[config.mk]
export PLATFORM = sky130hd
export DESIGN_NAME = spis_top
export DESIGN_NICKNAME = d
export VERILOG_FILES = /design/src/rtl/spis_pkg.sv /design/src/rtl/spis_sync.sv /design/src/rtl/spis_edge.sv /design/src/rtl/spis_shift.sv /design/src/rtl/spis_regs.sv /design/src/rtl/spis_top.sv
export SDC_FILE = /design/constraint.sdc
export NUM_CORES = 1
export LEC_CHECK = 0
export BUFFER_PORTS_ARGS = -buffer_cell sky130_fd_sc_hd__buf_2
export CORE_ASPECT_RATIO = 1.5
export CORE_UTILIZATION = 46
export CTS_BUF_LIST = sky130_fd_sc_hd__clkbuf_8
export CTS_CLUSTER_DIAMETER = 40
export CTS_CLUSTER_SIZE = 14
export DETAILED_ROUTE_END_ITERATION = 6
export GPL_ROUTABILITY_DRIVEN = 0
export PLACE_DENSITY = 0.68
export RECOVER_POWER = 100
export SYNTH_ARGS = -nofsm -noshare
export SYNTH_HDL_FRONTEND = slang
export SYNTH_SLANG_ARGS = --single-unit
export TNS_END_PERCENT = 10
[constraint.sdc]
create_clock -name clk -period 2.3 [get_ports clk]
set_input_delay 0.115 -clock clk [delete_from_list [all_inputs] [get_ports clk]]
set_output_delay 0.115 -clock clk [all_outputs]
set_load 0.03 [all_outputs]
[src/rtl/spis_pkg.sv]
package spis_pkg;
  localparam int CTRL_W = 8;
  localparam int B_BUSY = 7;
  localparam int B_CMP  = 6;
  localparam int B_OVR  = 5;
  localparam int B_WCOL = 4;
  localparam int B_MF   = 3;
  localparam int B_MFE  = 2;
  localparam int B_MST  = 1;
  localparam int B_EN   = 0;

  typedef enum logic {
    REG_CTRL = 1'b0,
    REG_DATA = 1'b1
  } reg_sel_e;
endpackage

[src/rtl/spis_sync.sv]
module spis_sync #(
  parameter int N = 3,
  parameter int STAGES = 2,
  parameter logic [N-1:0] RST_VAL = '0
) (
  input  logic         clk,
  input  logic         rst_n,
  input  logic [N-1:0] din,
  output logic [N-1:0] lvl
);
  logic [N-1:0] stage_q [STAGES];

  generate
    for (genvar s = 0; s < STAGES; s++) begin : g_stage
      always_ff @(posedge clk or negedge rst_n) begin
        if (!rst_n) stage_q[s] <= RST_VAL;
        else if (s == 0) stage_q[s] <= din;
        else stage_q[s] <= stage_q[(s > 0) ? s-1 : 0];
      end
    end
  endgenerate

  assign lvl = stage_q[STAGES-1];
endmodule

[src/rtl/spis_edge.sv]
module spis_edge #(
  parameter int N = 2,
  parameter logic [N-1:0] RST_VAL = '0
) (
  input  logic         clk,
  input  logic         rst_n,
  input  logic [N-1:0] lvl,
  output logic [N-1:0] rise,
  output logic [N-1:0] fall
);
  logic [N-1:0] prev_q;

  always_ff @(posedge clk or negedge rst_n) begin
    if (!rst_n) prev_q <= RST_VAL;
    else prev_q <= lvl;
  end

  generate
    for (genvar i = 0; i < N; i++) begin : g_det
      assign rise[i] = lvl[i] & ~prev_q[i];
      assign fall[i] = ~lvl[i] & prev_q[i];
    end
  endgenerate
endmodule

[src/rtl/spis_shift.sv]
module spis_shift #(
  parameter int DW = 8
) (
  input  logic          clk,
  input  logic          rst_n,
  input  logic          active,
  input  logic          sclk_rise,
  input  logic          sclk_fall,
  input  logic          ss_fall,
  input  logic          ss_rise,
  input  logic          ss_lvl,
  input  logic          mosi_s,
  input  logic [DW-1:0] tx_buf,
  output logic          busy,
  output logic          done,
  output logic [DW-1:0] rx_byte,
  output logic          miso
);
  localparam int CW = (DW > 1) ? $clog2(DW) : 1;
  localparam logic [CW-1:0] LAST = CW'(DW - 1);

  logic [CW-1:0] cnt_q;
  logic [DW-2:0] rx_q;
  logic [DW-1:0] tx_q;
  logic          busy_q;
  logic          take;

  assign take    = busy_q & sclk_rise;
  assign done    = take & (cnt_q == LAST) & active & ~ss_rise;
  assign rx_byte = {rx_q, mosi_s};

  always_ff @(posedge clk or negedge rst_n) begin
    if (!rst_n) begin
      busy_q <= 1'b0;
      cnt_q  <= '0;
      rx_q   <= '0;
      tx_q   <= '0;
    end else if (!active || ss_rise) begin
      busy_q <= 1'b0;
      cnt_q  <= '0;
    end else if (ss_fall) begin
      busy_q <= 1'b1;
      cnt_q  <= '0;
      tx_q   <= tx_buf;
    end else if (busy_q) begin
      if (sclk_rise) begin
        rx_q  <= rx_byte[DW-2:0];
        cnt_q <= cnt_q + 1'b1;
        if (cnt_q == LAST) busy_q <= 1'b0;
      end else if (sclk_fall) begin
        tx_q <= {tx_q[DW-2:0], 1'b0};
      end
    end
  end

  assign busy = busy_q;
  assign miso = ~ss_lvl & tx_q[DW-1];
endmodule

[src/rtl/spis_regs.sv]
module spis_regs
  import spis_pkg::*;
#(
  parameter int DW = 8
) (
  input  logic          clk,
  input  logic          rst_n,
  input  logic          addr,
  input  logic          wr_en,
  input  logic          rd_en,
  input  logic [DW-1:0] wdata,
  output logic [DW-1:0] rdata,
  input  logic          irq_en,
  output logic          irq,
  input  logic          busy,
  input  logic          done,
  input  logic [DW-1:0] rx_byte,
  output logic [CTRL_W-1:0] ctrl,
  output logic [DW-1:0] tx_buf,
  output logic [DW-1:0] rx_buf,
  output logic          active
);
  logic cmp_q, ovr_q, wcol_q, mf_q, mfe_q, mst_q, en_q, unread_q;
  logic [DW-1:0] tx_q, rx_q;
  logic wr_ctrl, wr_data, rd_data, ovr_evt, wcol_evt, store;

  assign wr_ctrl  = wr_en & (addr == REG_CTRL);
  assign wr_data  = wr_en & (addr == REG_DATA);
  assign rd_data  = rd_en & (addr == REG_DATA);
  assign wcol_evt = wr_data & busy;
  assign ovr_evt  = done & unread_q & ~rd_data;
  assign store    = done & ~ovr_evt;

  always_ff @(posedge clk or negedge rst_n) begin
    if (!rst_n) begin
      {cmp_q, ovr_q, wcol_q, mf_q, mfe_q, mst_q, en_q} <= '0;
      unread_q <= 1'b0;
      tx_q     <= '0;
      rx_q     <= '0;
    end else begin
      if (wr_ctrl) begin
        mf_q  <= wdata[B_MF];
        mfe_q <= wdata[B_MFE];
        mst_q <= wdata[B_MST];
        en_q  <= wdata[B_EN];
      end
      if (done) cmp_q <= 1'b1;
      else if (wr_ctrl) cmp_q <= wdata[B_CMP];
      if (ovr_evt) ovr_q <= 1'b1;
      else if (wr_ctrl) ovr_q <= wdata[B_OVR];
      if (wcol_evt) wcol_q <= 1'b1;
      else if (wr_ctrl) wcol_q <= wdata[B_WCOL];
      if (wr_data && !busy) tx_q <= wdata;
      if (store) begin
        rx_q     <= rx_byte;
        unread_q <= 1'b1;
      end else if (rd_data) begin
        unread_q <= 1'b0;
      end
    end
  end

  always_comb begin
    ctrl = '0;
    ctrl[B_BUSY] = busy;
    ctrl[B_CMP]  = cmp_q;
    ctrl[B_OVR]  = ovr_q;
    ctrl[B_WCOL] = wcol_q;
    ctrl[B_MF]   = mf_q;
    ctrl[B_MFE]  = mfe_q;
    ctrl[B_MST]  = mst_q;
    ctrl[B_EN]   = en_q;
  end

  always_comb begin
    rdata = '0;
    if (addr == REG_DATA) rdata = rx_q;
    else rdata[CTRL_W-1:0] = ctrl;
  end

  assign irq    = irq_en & (cmp_q | ovr_q | wcol_q);
  assign active = en_q & ~mst_q;
  assign tx_buf = tx_q;
  assign rx_buf = rx_q;
endmodule

[src/rtl/spis_top.sv]
module spis_top
  import spis_pkg::*;
#(
  parameter int DW = 8,
  parameter int SYNC_STAGES = 2
) (
  input  logic          clk,
  input  logic          rst_n,
  input  logic          sclk,
  input  logic          mosi,
  input  logic          ss_n,
  output logic          miso,
  input  logic          addr,
  input  logic          wr_en,
  input  logic          rd_en,
  input  logic [DW-1:0] wdata,
  output logic [DW-1:0] rdata,
  input  logic          irq_en,
  output logic          irq
);
  localparam int L_SCLK = 0;
  localparam int L_MOSI = 1;
  localparam int L_SS   = 2;

  logic [2:0] lvl;
  logic [1:0] rise, fall;
  logic busy, done, active;
  logic [DW-1:0] rx_byte, tx_buf, rx_buf;
  logic [CTRL_W-1:0] ctrl;

  spis_sync #(.N(3), .STAGES(SYNC_STAGES), .RST_VAL(3'b100)) u_sync (
    .clk(clk), .rst_n(rst_n), .din({ss_n, mosi, sclk}), .lvl(lvl)
  );

  spis_edge #(.N(2), .RST_VAL(2'b10)) u_edge (
    .clk(clk), .rst_n(rst_n), .lvl({lvl[L_SS], lvl[L_SCLK]}),
    .rise(rise), .fall(fall)
  );

  spis_shift #(.DW(DW)) u_shift (
    .clk(clk), .rst_n(rst_n), .active(active),
    .sclk_rise(rise[0]), .sclk_fall(fall[0]),
    .ss_fall(fall[1]), .ss_rise(rise[1]), .ss_lvl(lvl[L_SS]),
    .mosi_s(lvl[L_MOSI]), .tx_buf(tx_buf),
    .busy(busy), .done(done), .rx_byte(rx_byte), .miso(miso)
  );

  spis_regs #(.DW(DW)) u_regs (
    .clk(clk), .rst_n(rst_n), .addr(addr), .wr_en(wr_en), .rd_en(rd_en),
    .wdata(wdata), .rdata(rdata), .irq_en(irq_en), .irq(irq),
    .busy(busy), .done(done), .rx_byte(rx_byte), .ctrl(ctrl),
    .tx_buf(tx_buf), .rx_buf(rx_buf), .active(active)
  );
endmodule

==> results of run 1 <==
## sequential cells by signal, indices dropped and copies added (netlist names), 2 cells and up
register / cells
u_shift.cnt_q: 3
u_edge.prev_q: 2
u_regs.rx_buf: 8
u_shift.tx_q: 8
u_shift.rx_q: 7
u_regs.tx_buf: 8
u_sync.lvl: 3
u_sync.stage_q: 3
## per-layer routing
layer | up-vias | GRT usage [%] | share of wire (%)
met5 | - | 0 | 0
met4 | 0 | 4.55 | 0.65
met3 | 2 | 4.22 | 2.8
met2 | 18 | 29.6 | 54
met1 | 646 | 18.7 | 42
li1 | 594 | - | -
## cells in the mapped netlist (all sizes together) (3+ instances only)
cell,number
nand2,9
dfstp,3
dfrtp,48
mux2,48
o21ai,3
inv,3
a21oi,5
nand3,4
## final timing paths
path	from	end	slack, ps
max	u_shift.cnt_q[0]$_DFFE_PN0P_	u_regs.rx_buf[0]$_DFFE_PN0P_	330
min	wdata[7]	u_regs.tx_buf[7]$_DFFE_PN0P_	50
max reg2reg	u_shift.cnt_q[0]$_DFFE_PN0P_	u_regs.rx_buf[0]$_DFFE_PN0P_	330
min reg2reg	u_sync.stage_q[3]$_DFF_PN0_	u_sync.lvl[0]$_DFF_PN0_	350
max in group asynchronous	rst_n	u_shift.tx_q[1]$_DFFE_PN0P_	550
min in group asynchronous	rst_n	u_edge.prev_q[0]$_DFF_PN0_	780
## repair_timing
action | CTS | global route
endpoints found under the hold margin | 29 | 0
endpoints found under the setup margin | 0 | 0
hold buffers | 4 | 0
## cell type report
class,count,share of cell area (%)
flip-flops and latches,51,52.0
multi-input cells,91,33.1
repair buffers,33,7.22
clock buffers,6,3.36
well taps,48,2.44
clock inverters,2,1.42
inverters,3,0.458
## kinds of logic after synthesis
family / Yosys count
DFF: 51
and+or+nand+nor: 26
buffers and inverters: 6
AOI/OAI and AO/OA: 11
xor gates and xnor gates: 1
adders and majority gates: 3
muxes: 50
## stage by stage
stage | instances | util [%]
after floorplan | 148 | -
after global placement | 222 | 52.4
after detailed placement | 222 | 52.4
after CTS | 234 | 55.9
after global routing | 234 | 54.6
final | 234 | 54.6
## power by group through the flow
| stage | clock network, mW | registers (mW) | logic [mW] |
|---|---|---|---|
| floorplan | 0 | 1.06 | 0.232 |
| global placement | 0 | 1.08 | 0.295 |
| detailed placement | 0 | 1.09 | 0.304 |
| CTS | 0.643 | 1.07 | 0.310 |
| global route | 0.678 | 1.08 | 0.322 |
| finish | 0.622 | 1.07 | 0.292 |
## placed cells by master, fill, tap and decap left out, drive strengths merged, types with 2 or more instances in the layout
cell type    instances
dlygate4sd3          4
clkbuf              18
a21oi                5
nor2                 2
nor2b                2
nand3                4
dfstp                3
inv                  3
mux2                48
ha                   2
nand2                9
and2b                2
dfrtp               48
nand4                2
buf                 17
o21ai                3
nand2b               2
mux2i                2
==> reports/results.md, run 1 <==
| Stage | Quantity | This run |
| --- | --- | --- |
| worst setup path | Number of buffer and inverter instances along the worst setup path | 0 |
| finish | Multi-input gate area | 815 µm² |
| clock tree | CTS H-Tree Depth | 2 |
| global routing | Via count of the first global-routing pass | 1360 |
| floorplan | Area of the core | 4500 µm² |
| synthesis | Post-synthesis instance area | 2170 µm² |
| timing | Highest clock rate | 509 MHz |
| clock tree | # clock sinks | 51 |
| power and ir drop | Switching component of the power | 0.466 mW |
| timing | Min Hold Slack | 45.1 ps |
| timing | Post-route clock period utilization | 85.5% |
| synthesis | Combinational family with the most area after synthesis | multiplexers |
| global routing | First-pass GRT wire length | 6110 µm |
| floorplan | Height of the chip | 86.0 µm |
| clock tree | Clk root buf | clkbuf_8 |
| synthesis | Portion of netlist area occupied by mux cells | 25.9% |
| power and ir drop | Pwr per Cell Area | 806 nW/µm² |
| worst setup path | Critical path depth in cells | 6 |
| synthesis | Number of different library cells in the post-synthesis netlist | 31 |
| synthesis | Count of mapped cells out of synthesis | 148 |
| place | IO Port Bufs | 26 |
| global routing | Largest net degree at the start of global routing | 32 |
| floorplan | # IOs | 27 |
| synthesis | Post-Synthesis Mean Instance Area | 14.6 µm² |
| timing | Slew headroom | -10.7% |
| worst setup path | Arrival time of the worst setup path | 2150 ps |
| timing | Clock Skews | 7.19 ps |
| job | Number of max-capacitance violations reported | 1 |
| synthesis | Yosys top cell area share | 55.5% |
| power and ir drop | Relative contribution of sequential cells to total power | 53.9% |
| worst setup path | Kind of end point of the critical path | flip-flop |
| place | Placed cell area | 2360 µm² |
| worst setup path | Highest net fanout along the worst path | 8 |
| clock tree | CTS tree | done |
| timing | Max Transition Viols Final | 32 |
| detailed routing | Post-route antenna net violation count | 0 |
| worst setup path | Cell type group with the largest total delay on the critical path | compound AO/OA/AOI/OAI gates |
| synthesis | Simple-Gate Fraction of Synth Area | 8.03% |
| synthesis | Syn_nets | 167 |
| hold path | Worst hold-check path type | in -> reg |
| place | Worst setup timing slack at the placement stage | 524 ps |
| clock tree | Number of post-CTS setup repair buffers | 0 |
| finish | Summed area of non-filler cells in the final layout | 2460 µm² |
| clock tree | Buffer depth of the longest clock path | 2 |
| synthesis | Fraction of the mapped netlist area in compound gates | 3.52% |
| worst setup path | Type of the worst setup path | reg -> reg |
| synthesis | Register bit total from synthesis | 51 |
| global routing | Initial antenna violation count | 0 |
| global routing | Total congestion overflow | 0 |
| worst setup path | Critical path cell sequence | ha_1 > ha_1 > and2_2 > nand4_1 > a21oi_2 > mux2_2 |
| clock tree | Register clock-pin slew on the reported worst setup and hold paths | 90 ps |
| timing | Setup WS post-layout | 335 ps |
| power and ir drop | Peak supply drop | 0.474 mV |
| worst setup path | Startpoint Class | flip-flop |
| status | Violations in the final reports | DRC, capacitance limit, slew limit |
| finish | Register area | 1280 µm² |
| synthesis | Top area cells in the synthesized netlist | dfrtp_1, mux2_2, dfstp_2 |
| timing | Slew at the pin with the worst max-slew slack | 1660 ps |
| worst setup path | Longest individual stage delay on the worst path | 450 ps |
| floorplan | Die width | 58.0 µm |
| detailed routing | Via count | 1260 |
| timing | Setup TNS | 0 ps |
| clock tree | Clock latency reported for the late side of the worst-skew pair | 290 ps |
| detailed routing | Routed len/inst | 15.7 µm |
| synthesis | Fraction of synthesized cell area in xor and xnor cells | 0.404% |
| power and ir drop | Switching part of the total | 23.5% |
| timing | Final Critical Period | 1970 ps |
| timing | Total setup violations reported at the end of the flow | 0 |
| worst setup path | Cell with the biggest individual delay on the critical path | a21oi_2 |
| worst setup path | Cell repeated most along the worst path | ha_1 |
| floorplan | Initial core utilization | 48.1% |
| global routing | Total global-route track usage | 16.4% |
| clock tree | # resized after CTS | 0 |
| power and ir drop | Combinational fraction of design power | 14.7% |
| finish | Count of fill cells added during filler insertion | 412 |
| detailed routing | DRT Pass-1 Iters | 6 |
| detailed routing | Routed via count divided by cell count | 5.38 |
| timing | Unrepaired setup endpoints after global routing | false |
| synthesis | Leading area contributor after synthesis | dfrtp_1 |
| hold path | Number of cells traversed by the worst hold path | 2 |
| worst setup path | Critical Path RT | 2480 ps |
| finish | Post-layout nets | 204 |
| status | Status | complete, but fails checks |
| synthesis | Count of synthesis-stage warnings from yosys | 0 |
| power and ir drop | Power Total | 1.98 mW |
| finish | Proportion of layout cells with a drive suffix above 1 | 43.5% |
| worst setup path | R2r worst-path depth | 6 |
| synthesis | Sequential cell area fraction in the yosys report | 59.1% |
| synthesis | Async set-reset flop share out of synthesis | 100% |
| place | Final HPWL DP | 2760 µm |
| floorplan | Die Area | 4990 µm² |
| detailed routing | Post-route DRC | 2 |
| detailed routing | Starting DRT DRC Count | 13 |
| detailed routing | Routed WL | 3670 µm |
| power and ir drop | Internal power summed over all cells | 1.52 mW |
| floorplan | Number of placement rows | 30 |
| power and ir drop | Leakage power | 1.17 nW |
| synthesis | Count of flip-flops with a built-in enable after synthesis | 0 |
| finish | Ant. Diodes | 0 |
| clock tree | Number of buffers inserted during clock tree synthesis | 5 |
| synthesis | Fraction of the mapped netlist area in adder cells | 1.62% |
| timing | Final hold violation count | 0 |
| finish | Area added between synthesis and finish | 13.6% |
| power and ir drop | Clock Power Share | 31.4% |
| synthesis | Most instantiated flip-flop cell in the synthesis netlist | dfrtp_1 |
(Power assumes the default switching activity.)
==> inputs of run 2 (changes only) <==
--- a/config.mk
+++ b/config.mk
@@ -12,8 +12,7 @@
 export CTS_CLUSTER_DIAMETER = 40
 export CTS_CLUSTER_SIZE = 14
 export DETAILED_ROUTE_END_ITERATION = 6
-export GPL_ROUTABILITY_DRIVEN = 0
-export PLACE_DENSITY = 0.68
+export PLACE_DENSITY = 0.66
 export RECOVER_POWER = 100
 export SYNTH_ARGS = -nofsm -noshare
 export SYNTH_HDL_FRONTEND = slang
==> run 2 against run 1 <==
Against the previous run:
- the run ends with DRC left
- clock-buffer cell count shrank 1
- cell area fell by 1.0%
- via count is 2.7% lower
- largest cell class unchanged
- largest power group unchanged
==> reports/results.md, run 2 (synthesized netlist as in run 1, its figures left out) <==
| Stage | Quantity | This run |
| --- | --- | --- |
| detailed routing | Starting DRT DRC Count | 32 |
| hold path | Endpoint of the worst hold-timing path | u_regs.tx_buf[7]$_DFFE_PN0P_ |
| timing | Highest clock rate | 514 MHz |
| worst setup path | Critical Path RT | 2480 ps |
| place | Worst setup timing slack at the placement stage | 565 ps |
| clock tree | Register clock-pin slew on the reported worst setup and hold paths | 80 ps |
| global routing | Total global-route track usage | 16.7% |
| floorplan | Die width | 58.0 µm |
| place | Routability-driven placement congestion ratio | 0.716 |
| timing | Unrepaired setup endpoints after global routing | false |
| detailed routing | Via count | 1226 |
| place | Instance count after placement with tap cells included | 221 |
| worst setup path | Kind of end point of the critical path | flip-flop |
| hold path | Worst hold-check path type | in -> reg |
| place | Final HPWL DP | 2790 µm |
| worst setup path | Startpoint of the worst-slack reg-to-reg timing path | u_sync.lvl[2]$_DFF_PN1_ |
| timing | Max Transition Viols Final | 0 |
| detailed routing | Routed len/inst | 15.9 µm |
| finish | Area added between synthesis and finish | 12.5% |
| worst setup path | Reg-to-reg setup timing slack | 350 ps |
| worst setup path | Startpoint Class | flip-flop |
| floorplan | Number of placement rows | 30 |
| finish | Post-layout nets | 203 |
| detailed routing | Routed via count divided by cell count | 5.28 |
| hold path | Launch point of the worst hold path | wdata[7] |
| timing | Setup WS post-layout | 354 ps |
| clock tree | CTS H-Tree Depth | 2 |
| global routing | Largest net degree at the start of global routing | 34 |
| floorplan | Height of the chip | 86.0 µm |
| job | Number of max-capacitance violations reported | 0 |
| power and ir drop | Power Total | 1.94 mW |
| place | Placed cell area | 2350 µm² |
| finish | Highest-count cells in the layout ignoring fill and taps | mux2_2, dfrtp_1, buf_2 |
| power and ir drop | Leakage power | 1.16 nW |
| timing | Final hold violation count | 0 |
| detailed routing | Post-route DRC | 3 |
| place | IO Port Bufs | 26 |
| timing | Min Hold Slack | 59.5 ps |
| timing | Final Critical Period | 1950 ps |
| global routing | Via count of the first global-routing pass | 1353 |
| finish | Non-filler instance count after layout | 232 |
| finish | Summed area of non-filler cells in the final layout | 2440 µm² |
| power and ir drop | Pwr per Cell Area | 795 nW/µm² |
| finish | End-of-flow core utilization | 54.1% |
| detailed routing | Post-route antenna net violation count | 0 |
| clock tree | Number of buffers inserted during clock tree synthesis | 5 |
| status | Violations in the final reports | DRC |
| clock tree | Clk root buf | clkbuf_8 |
| clock tree | CTS tree | done |
| status | Status | complete, but fails checks |
| worst setup path | Arrival time of the worst setup path | 2130 ps |
| floorplan | Die Area | 4990 µm² |
| clock tree | Clock latency reported for the late side of the worst-skew pair | 290 ps |
| finish | Proportion of layout cells with a drive suffix above 1 | 41.8% |
| floorplan | Initial core utilization | 48.1% |
| clock tree | Number of post-CTS setup repair buffers | 0 |
| timing | Setup TNS | 0 ps |
| global routing | Initial antenna violation count | 0 |
| worst setup path | Highest net fanout along the worst path | 7 |
| worst setup path | Worst reg2reg endpoint | u_shift.rx_q[3]$_DFFE_PN0P_ |
| timing | Slew at the pin with the worst max-slew slack | 987 ps |
| worst setup path | R2r worst-path depth | 4 |
| worst setup path | Type of the worst setup path | reg -> reg |
| global routing | Total congestion overflow | 0 |
| clock tree | # clock sinks | 51 |
| clock tree | Buffer depth of the longest clock path | 2 |
| global routing | First-pass GRT wire length | 6260 µm |
| timing | Slew headroom | 34.2% |
| power and ir drop | Peak supply drop | 0.393 mV |
| timing | Post-route clock period utilization | 84.6% |
| floorplan | # IOs | 27 |
| finish | Count of fill cells added during filler insertion | 413 |
| detailed routing | DRT Pass-1 Iters | 6 |
| timing | Total setup violations reported at the end of the flow | 0 |
| floorplan | Area of the core | 4500 µm² |
| finish | Ant. Diodes | 0 |
| detailed routing | Routed WL | 3690 µm |
| hold path | Number of cells traversed by the worst hold path | 2 |
| timing | Clock Skews | 4.54 ps |
## run 2: cell types whose count changed in the layout (fill, tap and decap cells not counted), sizes merged
cell    delta
buf        -1
clkbuf     -1
clkinv     -1
inv        +1
## run 2: cell type report
cell class                 instances  area (µm²)  share of cell area, %
sequential                        51        1280                   52.5
multi-input combinational         91         812                   33.3
timing repair buffer              32         170                   6.99
clock buffer                       5        68.8                   2.82
tap                               48        60.1                   2.47
clock inverter                     2        33.8                   1.39
inverter                           3        11.3                  0.462
## run 2: how the worst max path moves through the flow
| stage | from | to |
|---|---|---|
| after global placement | u_sync.lvl[2]$_DFF_PN1_ | u_shift.tx_q[1]$_DFFE_PN0P_ |
| final | u_sync.lvl[2]$_DFF_PN1_ | u_shift.rx_q[3]$_DFFE_PN0P_ |
| after global routing | u_shift.cnt_q[0]$_DFFE_PN0P_ | u_regs.rx_buf[2]$_DFFE_PN0P_ |
| after detailed placement | u_shift.cnt_q[0]$_DFFE_PN0P_ | u_regs.rx_buf[0]$_DFFE_PN0P_ |
| after floorplan | u_shift.cnt_q[0]$_DFFE_PN0P_ | u_regs.rx_buf[0]$_DFFE_PN0P_ |
| after CTS | u_shift.cnt_q[0]$_DFFE_PN0P_ | u_regs.rx_buf[0]$_DFFE_PN0P_ |
## run 2: repair_timing
| action | 4_1_cts | 5_1_grt |
|---|---|---|
| hold buffers | 4 | 0 |
| resized for setup | 0 | 0 |
| endpoints found under the hold margin | 21 | 0 |
## run 2: critical path, stage by stage (launching register included)
cell,delay (ps)
dfstp_1,600
nand2b_1,190
nand3_1,160
nor2_1,480
mux2_2,400
## run 2: report_power, final
| group | total, mW | switching [mW] | internal (mW) |
|---|---|---|---|
| clock | 0.577 | 0.262 | 0.314 |
| combinational | 0.291 | 0.134 | 0.158 |
| sequential | 1.07 | 0.0608 | 1.01 |
## run 2: metal layers
| metal | vias up | global-route usage [%] | wire length, µm | part of all wire [%] |
|---|---|---|---|---|
| li1 | 591 | - | - | - |
| met5 | - | 0 | 0 | 0 |
| met2 | 21 | 29.5 | 1990 | 54 |
| met3 | 4 | 3.47 | 123 | 3.3 |
| met4 | 0 | 6.49 | 42 | 1.1 |
| met1 | 610 | 19.4 | 1520 | 41 |
